===== config.mk =====
export PLATFORM = sky130hd
export DESIGN_NAME = rmon_stat_bank
export DESIGN_NICKNAME = d
export VERILOG_FILES = /design/src/rtl/rmon_pkg.sv /design/src/rtl/rmon_len_bin.sv /design/src/rtl/rmon_sat_ctr.sv /design/src/rtl/rmon_wide_ctr.sv /design/src/rtl/rmon_stat_bank.sv
export SDC_FILE = /design/constraint.sdc
export NUM_CORES = 2
export LEC_CHECK = 0
export ABC_AREA = 1
export BUFFER_PORTS_ARGS = -buffer_cell sky130_fd_sc_hd__buf_2
export CAP_MARGIN = 40
export CORE_ASPECT_RATIO = 1.2
export CORE_MARGIN = 5
export CORE_UTILIZATION = 54
export CTS_CLUSTER_SIZE = 16
export DETAILED_ROUTE_END_ITERATION = 8
export GPL_TIMING_DRIVEN = 0
export HOLD_SLACK_MARGIN = 0.06
export PLACE_DENSITY = 0.81
export SLEW_MARGIN = 20
export SYNTH_ARGS = -nofsm -noshare
export SYNTH_HDL_FRONTEND = slang
export SYNTH_SLANG_ARGS = --single-unit

===== constraint.sdc =====
create_clock -name clk -period 9.25 [get_ports clk]
set_clock_uncertainty 0.1 [all_clocks]
set_input_delay 1.85 -clock clk [delete_from_list [all_inputs] [get_ports clk]]
set_output_delay 1.85 -clock clk [all_outputs]
set_load 0.02 [all_outputs]

===== src/rtl/rmon_pkg.sv =====
// Shared constants of the statistics bank: address map and flag counts.
// Assumes a six-bit read address; addresses above LAST_ADDR read as zero.
package rmon_pkg;
    localparam int ADDR_W      = 6;
    localparam int NUM_WIDE    = 4;   // rx octets, rx frames, tx octets, tx frames
    localparam int NUM_BINS    = 7;   // RMON length buckets
    localparam int RX_FLAG_N   = 8;
    localparam int TX_FLAG_N   = 4;
    localparam int NAR_BASE    = 2 * NUM_WIDE;                       // 8
    localparam int RX_BIN_BASE = NAR_BASE + RX_FLAG_N;               // 16
    localparam int TX_FL_BASE  = RX_BIN_BASE + NUM_BINS;             // 23
    localparam int TX_BIN_BASE = TX_FL_BASE + TX_FLAG_N;             // 27
    localparam int NUM_NAR     = 2 * NUM_BINS + RX_FLAG_N + TX_FLAG_N; // 26
    localparam int ADDR_MAXPKT = NAR_BASE + NUM_NAR;                 // 34
    localparam int NUM_ADDR    = ADDR_MAXPKT + 1;                    // 35
endpackage


===== src/rtl/rmon_len_bin.sv =====
// Maps a frame length to a one-hot RMON bucket vector.
// Assumes lengths below 64 (runts) fall into the lowest bucket.
module rmon_len_bin #(
    parameter int LEN_W = 14
) (
    input  logic [LEN_W-1:0] len,
    output logic [6:0]       bin
);
    localparam int LW = (LEN_W < 16) ? 16 : LEN_W;

    logic [LW-1:0] l;

    // Pick the single bucket whose upper bound first covers the length.
    always_comb begin
        l   = LW'(len);
        bin = '0;
        if      (l <= LW'(64))   bin[0] = 1'b1;
        else if (l <= LW'(127))  bin[1] = 1'b1;
        else if (l <= LW'(255))  bin[2] = 1'b1;
        else if (l <= LW'(511))  bin[3] = 1'b1;
        else if (l <= LW'(1023)) bin[4] = 1'b1;
        else if (l <= LW'(1518)) bin[5] = 1'b1;
        else                     bin[6] = 1'b1;
    end
endmodule


===== src/rtl/rmon_sat_ctr.sv =====
// Saturating counter with clear-on-read and a global clear.
// Assumes INC_W <= W; a read in the same cycle as an increment restarts at inc.
module rmon_sat_ctr #(
    parameter int W     = 32,
    parameter int INC_W = 1
) (
    input  logic             clk,
    input  logic             rst_n,
    input  logic             clr_all,
    input  logic             rd_clr,
    input  logic [INC_W-1:0] inc,
    output logic [W-1:0]     cnt
);
    logic [W-1:0] base;
    logic [W:0]   sum;
    logic [W-1:0] nxt;

    // Form the next value: restart on read, clamp at all-ones.
    always_comb begin
        base = rd_clr ? '0 : cnt;
        sum  = {1'b0, base} + {{(W + 1 - INC_W){1'b0}}, inc};
        nxt  = sum[W] ? '1 : sum[W-1:0];
    end

    // Hold the count; the global clear wins over any event.
    always_ff @(posedge clk) begin
        if (!rst_n)       cnt <= '0;
        else if (clr_all) cnt <= '0;
        else              cnt <= nxt;
    end
endmodule


===== src/rtl/rmon_wide_ctr.sv =====
// Wide saturating counter read as two words; a low read captures the upper
// bits in a shadow so the following high read matches it. Assumes W > RD_W.
module rmon_wide_ctr #(
    parameter int W     = 45,
    parameter int RD_W  = 32,
    parameter int INC_W = 14
) (
    input  logic             clk,
    input  logic             rst_n,
    input  logic             clr_all,
    input  logic             rd_lo,
    input  logic [INC_W-1:0] inc,
    output logic [RD_W-1:0]  lo_word,
    output logic [RD_W-1:0]  hi_word
);
    logic [W-1:0] cnt;

    rmon_sat_ctr #(.W(W), .INC_W(INC_W)) u_ctr (
        .clk     (clk),
        .rst_n   (rst_n),
        .clr_all (clr_all),
        .rd_clr  (rd_lo),
        .inc     (inc),
        .cnt     (cnt)
    );

    assign lo_word = cnt[RD_W-1:0];

    // Capture the upper part of the count at each low-word read.
    always_ff @(posedge clk) begin
        if (!rst_n)       hi_word <= '0;
        else if (clr_all) hi_word <= '0;
        else if (rd_lo)   hi_word <= RD_W'(cnt[W-1:RD_W]);
    end
endmodule


===== src/rtl/rmon_stat_bank.sv =====
// Per-port RX/TX statistics bank with clear-on-read register access.
// Assumes NAR_W <= RD_W < WIDE_W and LEN_W <= WIDE_W; one read per cycle.
module rmon_stat_bank
    import rmon_pkg::*;
#(
    parameter int LEN_W  = 14,
    parameter int RD_W   = 32,
    parameter int NAR_W  = 32,
    parameter int WIDE_W = 45
) (
    input  logic                 clk,
    input  logic                 rst_n,
    input  logic                 clear_all,
    input  logic                 rx_valid,
    input  logic [LEN_W-1:0]     rx_len,
    input  logic [RX_FLAG_N-1:0] rx_flags,
    input  logic                 tx_valid,
    input  logic [LEN_W-1:0]     tx_len,
    input  logic [TX_FLAG_N-1:0] tx_flags,
    input  logic                 max_pkt_evt,
    input  logic                 max_pkt_status,
    input  logic                 rd_en,
    input  logic [ADDR_W-1:0]    rd_addr,
    output logic                 rd_valid,
    output logic [RD_W-1:0]      rd_data
);
    localparam int MP_W = NAR_W - 1;

    logic [NUM_BINS-1:0] rx_bin, tx_bin;
    logic [NUM_ADDR-1:0] rd_hit;
    logic [NUM_NAR-1:0]  nar_evt;
    logic [LEN_W-1:0]    w_inc [NUM_WIDE];
    logic [RD_W-1:0]     w_lo  [NUM_WIDE];
    logic [RD_W-1:0]     w_hi  [NUM_WIDE];
    logic [NAR_W-1:0]    nar_cnt [NUM_NAR];
    logic [MP_W-1:0]     mp_cnt;
    logic [RD_W-1:0]     rd_word;

    rmon_len_bin #(.LEN_W(LEN_W)) u_rx_bin (.len(rx_len), .bin(rx_bin));
    rmon_len_bin #(.LEN_W(LEN_W)) u_tx_bin (.len(tx_len), .bin(tx_bin));

    // Decode one select line per mapped address.
    for (genvar a = 0; a < NUM_ADDR; a++) begin : g_hit
        assign rd_hit[a] = rd_en && (rd_addr == ADDR_W'(a));
    end

    // Gate every per-frame event with its direction's valid.
    always_comb begin
        nar_evt = {tx_bin   & {NUM_BINS{tx_valid}},
                   tx_flags & {TX_FLAG_N{tx_valid}},
                   rx_bin   & {NUM_BINS{rx_valid}},
                   rx_flags & {RX_FLAG_N{rx_valid}}};
        w_inc[0] = rx_valid ? rx_len : '0;
        w_inc[1] = LEN_W'(rx_valid);
        w_inc[2] = tx_valid ? tx_len : '0;
        w_inc[3] = LEN_W'(tx_valid);
    end

    for (genvar g = 0; g < NUM_WIDE; g++) begin : g_wide
        rmon_wide_ctr #(.W(WIDE_W), .RD_W(RD_W), .INC_W(LEN_W)) u_wide (
            .clk     (clk),
            .rst_n   (rst_n),
            .clr_all (clear_all),
            .rd_lo   (rd_hit[2*g]),
            .inc     (w_inc[g]),
            .lo_word (w_lo[g]),
            .hi_word (w_hi[g])
        );
    end

    for (genvar g = 0; g < NUM_NAR; g++) begin : g_nar
        rmon_sat_ctr #(.W(NAR_W), .INC_W(1)) u_nar (
            .clk     (clk),
            .rst_n   (rst_n),
            .clr_all (clear_all),
            .rd_clr  (rd_hit[NAR_BASE+g]),
            .inc     (nar_evt[g]),
            .cnt     (nar_cnt[g])
        );
    end

    rmon_sat_ctr #(.W(MP_W), .INC_W(1)) u_maxpkt (
        .clk     (clk),
        .rst_n   (rst_n),
        .clr_all (clear_all),
        .rd_clr  (rd_hit[ADDR_MAXPKT]),
        .inc     (max_pkt_evt),
        .cnt     (mp_cnt)
    );

    // Select the word for the addressed counter; unmapped reads give zero.
    always_comb begin
        rd_word = '0;
        for (int g = 0; g < NUM_WIDE; g++) begin
            if (rd_hit[2*g])   rd_word = w_lo[g];
            if (rd_hit[2*g+1]) rd_word = w_hi[g];
        end
        for (int g = 0; g < NUM_NAR; g++) begin
            if (rd_hit[NAR_BASE+g]) rd_word = RD_W'(nar_cnt[g]);
        end
        if (rd_hit[ADDR_MAXPKT]) rd_word = RD_W'({max_pkt_status, mp_cnt});
    end

    // Register the read response one cycle after the request.
    always_ff @(posedge clk) begin
        if (!rst_n) begin
            rd_valid <= 1'b0;
            rd_data  <= '0;
        end else begin
            rd_valid <= rd_en;
            rd_data  <= rd_en ? rd_word : '0;
        end
    end
endmodule


==> results_dict.tcl <==
set metrics [dict create \
    ys_seq_area_share_pct 31.5 \
    utilization_pct 60.0 \
    dp_hpwl_um 202000 \
    syn_avg_cell_area_um2 6.32 \
    gr-total-overflow 0 \
    port_buffers 85 \
    crit_arrival_ns 8.86 \
    cts_made_buffers 131 \
    drtAntennaViolNets 0 \
    synthesis.nets 11486 \
    ir_drop_mv 0.183 \
    coreArea_mm2 0.132 \
    grt_max_degree 17 \
    status "completed" \
    cts-resized-gates 0 \
    cap_violations 0 \
    cts.hold.buffers_added 0 \
    syn2layout_area_growth_pct 10.4 \
    critPathMaxStageDelay_ns 0.72 \
    min_delay_path_depth 2 \
    setup_viol 0 \
    worstSetupStartpointType "primary input" \
    finalSetupTns_ns 0 \
    rrSetupSlack_ns 4.08 \
    grt_pass1_vias 68889 \
    worstHoldStart "g_wide[3].u_wide.hi_word[6]$_SDFFE_PP0P_" \
    die_x_um 343 \
    post_cts_buffers 0 \
    io_pins 87 \
    drive_gt1_share_pct 6.75 \
    ys.flop_type "dfxtp_1" \
    critPathMaxFanout 10 \
    htree_levels 4 \
    drc 0 \
    wirelength_um 257000 \
    firstDrtPassIters 9 \
    post_drt_wl_per_cell_um 19.1 \
    max_slew_margin_pct 34.2 \
    slew_violations 0 \
    r2r-start "g_wide[1].u_wide.u_ctr.cnt[18]$_SDFF_PP0_" \
    gr-usage-all-layers_pct 35.1 \
    cts_sinks 1128 \
    n_fill_cell 12735 \
    dp_slack_ns 0.440 \
    start_util_pct 54.4 \
    root_buffer "clkbuf_16" \
    min_to "g_wide[3].u_wide.hi_word[6]$_SDFFE_PP0P_" \
    reg2reg_depth 18 \
    critPathMostFrequentCell "nand2_1" \
    gp_congestion 1.08 \
    cts_tree "yes" \
    clock.fmax_mhz 121 \
    async_reset_ff_share_pct 0 \
    cts_max_path_buffers 3 \
    avgViaCountPerCell 5.51 \
    num_vias 74276 \
    synthesis.instances 11344 \
    worst_path_max_delay_cell "nor2_1" \
    pwr_density_cell_mw_per_mm2 135 \
    drt_iter0_markers 7661 \
    synth_cell_type_count 65 \
    rows 146 \
    crit_type "primary input to flip-flop" \
    clkTransAtPathRegs_ns 0.06 \
    syn_area_mm2 0.0717 \
    final_area_mm2 0.0791 \
    ys_warn_count 0 \
    critPathCaptureType "flip-flop" \
    antenna_found_initial 7 \
    worstMarginPinSlew_ns 0.979 \
    fin_crit_sh_pct 89.3 \
    required_ns 9.85 \
    die_y_um 409 \
    die_area_mm2 0.140 \
    final_hold_viol_count 0 \
    clk_latency_ns 0.80 \
    grt_pass1_wl_um 387000 \
    place_area_mm2 0.0747 \
    rsz0062_at_grt "no" \
    reg2reg_to "rd_data[18]$_SDFF_PN0_" \
    ys_seq_elements 1128 \
    timing.final.ws_setup_ns 0.988 \
    layout.nets 11737 \
    leakage_uw 0.0328 \
    synth_edf_count 0 \
    fin_crit_ns 8.26 \
    hp-class "flip-flop to flip-flop" \
]
[area by class of cell]
type	count	area, um^2	area share, %
diodes	6	15.0	0.0190
repair buffers	118	816	1.03
flip-flops and latches	1128	22600	28.5
multi-input cells	7463	38600	48.8
inverters	2346	8820	11.1
clock inverters	46	477	0.603
well taps	1776	2220	2.81
clock buffers	190	3860	4.89
plain buffers	407	1700	2.15
[report_power, final]
part / switching [uW] / internal (uW) / leakage (uW) / total, uW
clock network: 2230 / 3130 / 0.00214 / 5360
registers: 5.98 / 4870 / 0.00909 / 4880
logic: 313 / 93.6 / 0.0216 / 406
total: 2550 / 8090 / 0.0328 / 10600
[worst max-delay path, delay by kind of cell]
family	cells	cell delay, ns
compound gates	4	0.64
fa+ha+maj	1	0.36
buf+inv	8	2.40
simple gates	17	3.59
[metal layers]
| metal | vias up | global-route usage, % | part of all wire (%) |
|---|---|---|---|
| li1 | 35866 | - | - |
| met1 | 34239 | 43.0 | 39 |
| met2 | 3371 | 56.7 | 45 |
| met3 | 796 | 5.81 | 8.6 |
| met4 | 4 | 23.4 | 7.9 |
| met5 | - | 0 | 0.010 |
[worst max-delay path by stage]
stage / start / to / depth (start not counted) / slack (ns)
floorplan: rd_en / g_wide[0].u_wide.u_ctr.cnt[42]$_SDFF_PP0_ / 29 / 2.42
global placement: rd_addr[1] / g_wide[0].u_wide.u_ctr.cnt[42]$_SDFF_PP0_ / 29 / 0.12
detailed placement: rd_addr[1] / g_wide[0].u_wide.u_ctr.cnt[42]$_SDFF_PP0_ / 30 / 0.44
CTS: rd_addr[1] / g_wide[0].u_wide.u_ctr.cnt[42]$_SDFF_PP0_ / 30 / 1.21
global route: rd_addr[2] / g_wide[2].u_wide.u_ctr.cnt[43]$_SDFF_PP0_ / 34 / 0.64
finish: rd_addr[2] / g_wide[2].u_wide.u_ctr.cnt[44]$_SDFF_PP0_ / 30 / 0.99
[state kept, by name (all words and copies together) (netlist names)]
| signal | flops |
|---|---|
| g_nar.u_nar.cnt | 832 |
| g_wide.u_wide.hi_word | 52 |
| g_wide.u_wide.u_ctr.cnt | 180 |
| rd_data | 32 |
| rd_valid | 1 |
| u_maxpkt.cnt | 31 |
[through the flow]
stage          cells  total power [uW]  hold WS (ns)
4_1_cts        13470             10600         0.351
6_report       13480             10600         0.350
5_1_grt        13474             10900         0.379
3_3_place_gp   13205              5360         0.335
2_1_floorplan  11344              5170         0.324
3_5_place_dp   13234              5370         0.342
[cells in the final DEF, fill, tap and decap left out, types with 42 or more instances in the layout]
master	n
buf_1	43
nor2_2	100
inv_1	2297
nor3_2	84
buf_2	111
nor3_1	223
nor2_1	2017
o21ai_1	72
nand2_1	1636
clkbuf_1	333
dfxtp_1	1128
nor4_1	104
o31ai_1	47
a21oi_1	577
nand4_1	351
ha_1	86
o21ai_0	722
inv_2	42
xor2_1	510
nand3_1	431
clkbuf_16	135
xnor2_1	158
[logic make-up (layout without fill, tap and decap cells)]
| family | count (synthesis) | after routing | synth area share, % |
|---|---|---|---|
| AO/OA/AOI/OAI | 1531 | 1531 | 11.2 |
| XOR/XNOR | 668 | 668 | 8.16 |
| adder cells (fa/ha/maj) | 88 | 88 | 1.56 |
| buffers and inverters | 2753 | 3107 | 14.7 |
| flip-flops | 1128 | 1128 | 31.5 |
| other | 0 | 6 | 0 |
| AND/OR/NAND/NOR | 5176 | 5176 | 32.9 |
[cells in the mapped netlist (47+ instances only)]
cell type / instances / area [um^2]
a21oi_1: 577 / 2890
clkbuf_1: 317 / 1190
dfxtp_1: 1128 / 22600
ha_1: 86 / 1080
inv_1: 2297 / 8620
nand2_1: 1636 / 6140
nand3_1: 431 / 2160
nand4_1: 351 / 2200
nor2_1: 2017 / 7570
nor2_2: 100 / 626
nor3_1: 224 / 1120
nor3_2: 83 / 831
nor4_1: 105 / 657
o21ai_0: 722 / 3610
o21ai_1: 72 / 360
o31ai_1: 47 / 353
xnor2_1: 158 / 1380
xor2_1: 510 / 4470
No activity file was read; power rests on OpenSTA's default activity.
